**config.mk**
```make
export PLATFORM = sky130hd
export DESIGN_NAME = pwr_mode_ctrl
export DESIGN_NICKNAME = d
export VERILOG_FILES = /design/src/rtl/pmc_pkg.sv /design/src/rtl/pmc_cfg_reg.sv /design/src/rtl/pmc_warmup.sv /design/src/rtl/pmc_fsm.sv /design/src/rtl/pwr_mode_ctrl.sv
export SDC_FILE = /design/constraint.sdc
export NUM_CORES = 1
export LEC_CHECK = 0
export ABC_CLOCK_PERIOD_IN_PS = 3500
export CORE_MARGIN = 1.5
export CORE_UTILIZATION = 40
export DETAILED_ROUTE_END_ITERATION = 8
export GPL_TIMING_DRIVEN = 1
export PLACE_DENSITY = 0.76
export SLEW_MARGIN = 15
export SYNTH_ARGS = -nofsm -noshare
export SYNTH_HDL_FRONTEND = slang
export SYNTH_HIERARCHICAL = 1
export SYNTH_SLANG_ARGS = --single-unit
```
**constraint.sdc**
```tcl
create_clock -name clk -period 3.5 [get_ports clk]
set_clock_uncertainty 0.2 [all_clocks]
set_input_delay 0.525 -clock clk [delete_from_list [all_inputs] [get_ports clk]]
set_output_delay 0.525 -clock clk [all_outputs]
set_load 0.03 [all_outputs]
```
**src/rtl/pmc_pkg.sv**
```systemverilog
package pmc_pkg;

  typedef enum logic [2:0] {
    ST_NORMAL = 3'd0,
    ST_GREEN  = 3'd1,
    ST_IDLE   = 3'd2,
    ST_SLEEP  = 3'd3,
    ST_WARM   = 3'd4
  } pmc_state_e;

  localparam logic [1:0] MODE_NORMAL = 2'd0;
  localparam logic [1:0] MODE_GREEN  = 2'd1;
  localparam logic [1:0] MODE_IDLE   = 2'd2;
  localparam logic [1:0] MODE_SLEEP  = 2'd3;

  typedef struct packed {
    logic cpu_main;
    logic idle_en;
    logic tmr_main;
    logic wdt_long;
  } pmc_cfg_t;

endpackage

```
**src/rtl/pmc_cfg_reg.sv**
```systemverilog
module pmc_cfg_reg
  import pmc_pkg::*;
(
  input  logic     clk,
  input  logic     rst_n,
  input  logic     we,
  input  pmc_cfg_t wr_data,
  input  logic     allow,
  input  logic     force_main,
  output pmc_cfg_t cfg_q
);

  pmc_cfg_t cfg_d;
  logic     cfg_en;

  always_comb begin
    cfg_en = force_main | (we & allow);
    cfg_d  = cfg_q;
    if (we && allow) cfg_d = wr_data;
    if (force_main)  cfg_d.cpu_main = 1'b1;
  end

  always_ff @(posedge clk or negedge rst_n) begin
    if (!rst_n) begin
      cfg_q <= '{cpu_main: 1'b1, idle_en: 1'b0, tmr_main: 1'b0, wdt_long: 1'b0};
    end else if (cfg_en) begin
      cfg_q <= cfg_d;
    end
  end

  AST_CFG_LOCKED: assert property (@(posedge clk) disable iff (!rst_n)
    (!allow && !force_main) |=> $stable(cfg_q));

  AST_WAKE_FORCES_MAIN: assert property (@(posedge clk) disable iff (!rst_n)
    force_main |=> cfg_q.cpu_main);

endmodule

```
**src/rtl/pmc_warmup.sv**
```systemverilog
module pmc_warmup #(
  parameter int unsigned WARMUP_CYCLES = 8
) (
  input  logic clk,
  input  logic rst_n,
  input  logic active,
  output logic done
);

  localparam int unsigned CW = (WARMUP_CYCLES > 1) ? $clog2(WARMUP_CYCLES) : 1;
  localparam logic [CW-1:0] LAST = CW'(WARMUP_CYCLES - 1);

  logic [CW-1:0] cnt_q;
  logic [CW-1:0] cnt_d;

  always_comb begin
    if (!active)      cnt_d = '0;
    else if (done)    cnt_d = cnt_q;
    else              cnt_d = cnt_q + CW'(1);
  end

  always_ff @(posedge clk or negedge rst_n) begin
    if (!rst_n) cnt_q <= '0;
    else        cnt_q <= cnt_d;
  end

  assign done = active && (cnt_q == LAST);

  AST_WARM_COUNT_BOUND: assert property (@(posedge clk) disable iff (!rst_n)
    active |-> (cnt_q <= LAST));

endmodule

```
**src/rtl/pmc_fsm.sv**
```systemverilog
module pmc_fsm
  import pmc_pkg::*;
(
  input  logic       clk,
  input  logic       rst_n,
  input  logic       sleep_req,
  input  logic       wake_any,
  input  logic       cpu_main,
  input  logic       idle_en,
  input  logic       warm_done,
  output logic       allow_cfg,
  output logic       force_main,
  output logic       warm_active,
  output logic       main_osc_en,
  output logic       sub_osc_en,
  output logic       cpu_clk_main,
  output logic       cpu_run,
  output logic [1:0] mode
);

  pmc_state_e st_q, st_d;
  logic       ret_green_q, ret_green_d, ret_en;

  assign allow_cfg   = (st_q == ST_NORMAL) || (st_q == ST_GREEN);
  assign ret_en      = allow_cfg && sleep_req;
  assign force_main  = (st_q == ST_SLEEP) && wake_any;
  assign warm_active = (st_q == ST_WARM);

  always_comb begin
    st_d        = st_q;
    ret_green_d = (st_q == ST_GREEN);
    case (st_q)
      ST_NORMAL: begin
        if (sleep_req)     st_d = idle_en ? ST_IDLE : ST_SLEEP;
        else if (!cpu_main) st_d = ST_GREEN;
      end
      ST_GREEN: begin
        if (sleep_req)     st_d = idle_en ? ST_IDLE : ST_SLEEP;
        else if (cpu_main) st_d = ST_WARM;
      end
      ST_IDLE:  if (wake_any) st_d = ret_green_q ? ST_GREEN : ST_WARM;
      ST_SLEEP: if (wake_any) st_d = ST_WARM;
      ST_WARM:  if (warm_done) st_d = ST_NORMAL;
      default:  st_d = ST_NORMAL;
    endcase
  end

  always_ff @(posedge clk or negedge rst_n) begin
    if (!rst_n) st_q <= ST_NORMAL;
    else        st_q <= st_d;
  end

  always_ff @(posedge clk or negedge rst_n) begin
    if (!rst_n)      ret_green_q <= 1'b0;
    else if (ret_en) ret_green_q <= ret_green_d;
  end

  always_comb begin
    main_osc_en  = 1'b0;
    sub_osc_en   = 1'b1;
    cpu_clk_main = 1'b0;
    cpu_run      = 1'b0;
    mode         = MODE_NORMAL;
    case (st_q)
      ST_NORMAL: begin
        main_osc_en  = 1'b1;
        cpu_clk_main = 1'b1;
        cpu_run      = 1'b1;
      end
      ST_GREEN: begin
        cpu_run = 1'b1;
        mode    = MODE_GREEN;
      end
      ST_IDLE:  mode = MODE_IDLE;
      ST_SLEEP: begin
        sub_osc_en = 1'b0;
        mode       = MODE_SLEEP;
      end
      ST_WARM:  main_osc_en = 1'b1;
      default:  mode = MODE_NORMAL;
    endcase
  end

  AST_IDLE_ENTRY: assert property (@(posedge clk) disable iff (!rst_n)
    (allow_cfg && sleep_req && idle_en) |=> (mode == MODE_IDLE));

  AST_SLEEP_ENTRY: assert property (@(posedge clk) disable iff (!rst_n)
    (allow_cfg && sleep_req && !idle_en) |=> (mode == MODE_SLEEP));

  AST_SLEEP_HOLD: assert property (@(posedge clk) disable iff (!rst_n)
    ((st_q == ST_SLEEP) && !wake_any) |=> (mode == MODE_SLEEP));

  AST_IDLE_HOLD: assert property (@(posedge clk) disable iff (!rst_n)
    ((st_q == ST_IDLE) && !wake_any) |=> (mode == MODE_IDLE));

  AST_IDLE_BACK_GREEN: assert property (@(posedge clk) disable iff (!rst_n)
    ((st_q == ST_IDLE) && wake_any && ret_green_q) |=> (mode == MODE_GREEN));

endmodule

```
**src/rtl/pwr_mode_ctrl.sv**
```systemverilog
module pwr_mode_ctrl
  import pmc_pkg::*;
#(
  parameter int unsigned WARMUP_CYCLES = 8,
  parameter int unsigned SUB_KHZ       = 32
) (
  input  logic                              clk,
  input  logic                              rst_n,
  input  logic                              cfg_we,
  input  logic                              cfg_cpu_main,
  input  logic                              cfg_idle_en,
  input  logic                              cfg_tmr_main,
  input  logic                              cfg_wdt_long,
  input  logic                              sleep_req,
  input  logic                              wake_evt,
  input  logic                              ext_irq,
  output logic                              main_osc_en,
  output logic                              sub_osc_en,
  output logic                              cpu_clk_main,
  output logic                              cpu_run,
  output logic [1:0]                        mode,
  output logic                              tmr_clk_main,
  output logic [$clog2(SUB_KHZ*18+1)-1:0]   wdt_limit
);

  localparam int unsigned WDT_W     = $clog2(SUB_KHZ * 18 + 1);
  localparam int unsigned WDT_SHORT = (SUB_KHZ * 9) / 2;
  localparam int unsigned WDT_LONG  = SUB_KHZ * 18;

  pmc_cfg_t cfg_q;
  pmc_cfg_t wr_data;
  logic     allow_cfg, force_main, warm_active, warm_done, wake_any;

  assign wr_data  = '{cpu_main: cfg_cpu_main, idle_en: cfg_idle_en,
                      tmr_main: cfg_tmr_main, wdt_long: cfg_wdt_long};
  assign wake_any = wake_evt | ext_irq;

  pmc_cfg_reg u_cfg (
    .clk        (clk),
    .rst_n      (rst_n),
    .we         (cfg_we),
    .wr_data    (wr_data),
    .allow      (allow_cfg),
    .force_main (force_main),
    .cfg_q      (cfg_q)
  );

  pmc_warmup #(.WARMUP_CYCLES(WARMUP_CYCLES)) u_warm (
    .clk    (clk),
    .rst_n  (rst_n),
    .active (warm_active),
    .done   (warm_done)
  );

  pmc_fsm u_fsm (
    .clk          (clk),
    .rst_n        (rst_n),
    .sleep_req    (sleep_req),
    .wake_any     (wake_any),
    .cpu_main     (cfg_q.cpu_main),
    .idle_en      (cfg_q.idle_en),
    .warm_done    (warm_done),
    .allow_cfg    (allow_cfg),
    .force_main   (force_main),
    .warm_active  (warm_active),
    .main_osc_en  (main_osc_en),
    .sub_osc_en   (sub_osc_en),
    .cpu_clk_main (cpu_clk_main),
    .cpu_run      (cpu_run),
    .mode         (mode)
  );

  assign tmr_clk_main = cfg_q.tmr_main;
  assign wdt_limit    = cfg_q.wdt_long ? WDT_W'(WDT_LONG) : WDT_W'(WDT_SHORT);

  AST_CLK_NEEDS_MAIN: assert property (@(posedge clk) disable iff (!rst_n)
    cpu_clk_main |-> main_osc_en);

  AST_WARM_HALTED: assert property (@(posedge clk) disable iff (!rst_n)
    $rose(main_osc_en) |-> !cpu_run);

  AST_RUN_ONLY_AWAKE: assert property (@(posedge clk) disable iff (!rst_n)
    cpu_run |-> (mode == MODE_NORMAL || mode == MODE_GREEN));

  AST_TMR_FOLLOWS_WRITE: assert property (@(posedge clk) disable iff (!rst_n)
    (cfg_we && allow_cfg) |=> (tmr_clk_main == $past(cfg_tmr_main)));

endmodule

```
==> out/qor.yml <==
routing:
  ant_nets: 0
  via_per_inst: 4.90
  drt_iter0_drc: 11
  wirelength_um: 1240
  vias: 495
  dr.pass1.iters: 2
  drc: 0
  wl_per_cell_um: 12.3
sta:
  slew_headroom_pct: 66.6
  max_freq_mhz: 404
  finalSetupViolCount: 0
  setup-tns-final_ps: 0
  rsz0062_at_grt: "false"
  worst_pin_slew_ps: 499
  fin_crit_ps: 2470
  period_share_pct: 70.6
  finalHoldWorstSlack_ps: 310
  hold_viol_final: 0
  slew_viol_final: 0
synth:
  yosysSeqAreaShare_pct: 39.1
  synthesis.area_sq_um: 707
  synth_cells: 67
  syn_area_per_cell_sq_um: 10.6
  synth_edf_count: 0
  yosys_warnings: 6
  ys.flop_type: "dfrtp_1"
  ys_seq_elements: 11
  synth_cell_types: 33
  synth-async-reset-ratio_pct: 100
floorplan:
  initial_utilization_pct: 41.9
  ioPinCount: 27
  dieArea_sq_um: 2030
  std_cell_rows: 15
  core_sq_um: 1690
  die_w_um: 45.0
  dieHeight_um: 45.0
global_route:
  antenna_found_initial: 0
  track_usage_pct: 14.5
  grt_max_degree: 13
  grt_pass1_wl_um: 2090
  grt_pass1_vias: 463
  grt-ovfl-total: 0
power:
  peakVddDrop_mv: 0.337
  intPower_w: 0.000458
  p_sw_w: 0.000365
  leakage_nw: 0.396
  switching_share_pct: 44.3
  p_comb_share_pct: 58.7
  power_frac_seq_pct: 30.7
  p_per_area_nw_per_um2: 933
  clock_power_share_pct: 10.6
  finalPower_w: 0.000823
critical_path:
  criticalPathCategory: "reg2out"
  crit_path_start_kind: "flip-flop"
  cp_data_required_time_ps: 2770
  cpMaxStageDelayCell: "clkdlybuf4s50_1"
  crit_chain: "nor2b_1 -> clkdlybuf4s50_1"
  arrival_ps: 1750
  crit_path_max_fanout: 12
  critical_path.max_stage_delay_ps: 690
  endpoint_kind: "output pin"
clock_network:
  clock-root-buffer: "clkbuf_4"
  holdBufCountCts: 0
  clk_pin_slew_worst_paths_ps: 70
  cts_buffer_depth: 2
  post_cts_buffers: 0
  cts.sinks: 11
  cts_resized: 0
  clk_latency_ps: 260
  numCtsBuffers: 3
  h-tree-depth: 1
  cts_tree: "built"
flow_run:
  cap_viol_max_count: 0
finish:
  final_common_cell: "clkdlybuf4s50_1"
  drive_gt1_share_pct: 14.3
  antenna_cells: 0
  syn2layout_area_growth_pct: 24.8
  nets: 97
  final_cell_mix: "20 x clkdlybuf4s50_1, 10 x dfrtp_1, 6 x conb_1"
placement:
  gp_congestion: 0.767
  hpwl_um: 940
  place.port_buffers: 20
worst_hold_path:
  hold_class: "reg2reg"
run_status:
  status: "finished, final reports clean"
per-layer routing:
metal  part of all wire [%]  GRT usage [%]  vias up  wire length, um
li1                       -              -      248                -
met1                     49           19.4      234              603
met2                     47           21.7       11              588
met3                    3.1           2.40        2               39
met4                   0.97           8.82        0               12
met5                      0              0        -                0
cells in the mapped netlist, types with 2 or more instances:
| master | n | area, sq um |
|---|---|---|
| mux2i_1 | 2 | 20.0 |
| ha_1 | 2 | 25.0 |
| dfrtp_1 | 10 | 250 |
| nor2b_1 | 5 | 31.3 |
| and2_1 | 2 | 12.5 |
| xnor2_1 | 2 | 17.5 |
| mux2_4 | 3 | 45.0 |
| nor2_1 | 2 | 7.51 |
| nor3_1 | 2 | 10.0 |
| nand2_1 | 3 | 11.3 |
| buf_4 | 10 | 75.1 |
| inv_1 | 2 | 7.51 |
| and3_1 | 2 | 12.5 |
final timing paths:
kind                                start               to  slack, ps  cells after the start
max                         u_fsm/st_q[1]          mode[1]       1030                      2
min                        u_cfg/cfg_q[2]   u_cfg/cfg_q[2]        310                      1
max reg2reg                 u_fsm/st_q[2]    u_fsm/st_q[2]       1840                      5
min reg2reg                u_cfg/cfg_q[2]   u_cfg/cfg_q[2]        310                      1
max in group asynchronous           rst_n   u_cfg/cfg_q[3]       2360                      1
min in group asynchronous           rst_n  u_warm/cnt_q[1]        390                      1
through the flow:
| stage | area, sq um | worst slack (ps) | cells | util, % |
|---|---|---|---|---|
| floorplan | 726 | 1370 | 72 | - |
| global placement | 856 | 1340 | 97 | 50.7 |
| detailed placement | 856 | 1310 | 97 | 50.7 |
| CTS | 882 | 1010 | 101 | 52.2 |
| global route | 882 | 899 | 101 | 52.2 |
| finish | 882 | 1030 | 101 | 52.2 |
critical path: cells and delay by family (launching register included):
| kind | cells | cell delay [ps] |
|---|---|---|
| flip-flops | 1 | 550 |
| buffers and inverters | 1 | 690 |
| AND/OR/NAND/NOR | 1 | 240 |
kinds of logic after synthesis:
| family | count (synthesis) | share of synthesized area, % |
|---|---|---|
| flops | 11 | 39.1 |
| simple gates | 24 | 19.8 |
| buf+inv | 14 | 14.0 |
| fa+ha+maj | 2 | 3.54 |
| other cells | 1 | 0.530 |
| xor+xnor | 2 | 2.48 |
| compound gates | 7 | 9.74 |
| mux | 6 | 10.8 |
state kept, by name, indices dropped and copies added, names as in the netlist:
signal             flops
u_cfg/cfg_q            4
u_fsm/st_q             3
u_warm/cnt_q           3
u_fsm/ret_green_q      1
power groups by stage:
| stage | sequential, W | clock (W) | combinational (W) |
|---|---|---|---|
| 2_1_floorplan | 0.000236 | 0 | 0.000383 |
| 3_3_place_gp | 0.000250 | 0 | 0.000479 |
| 3_5_place_dp | 0.000255 | 0 | 0.000485 |
| 4_1_cts | 0.000253 | 0.0000898 | 0.000487 |
| 5_1_grt | 0.000267 | 0.0000967 | 0.000519 |
| 6_report | 0.000252 | 0.0000873 | 0.000483 |
cell type report:
cell class,instances,area (sq um)
clock buffers,4,26.3
inverters,2,7.51
repair buffers,20,200
well taps,17,21.3
flip-flops and latches,11,277
fillers,159,807
multi-input cells,47,350
No activity file was read; power rests on OpenSTA's default activity.
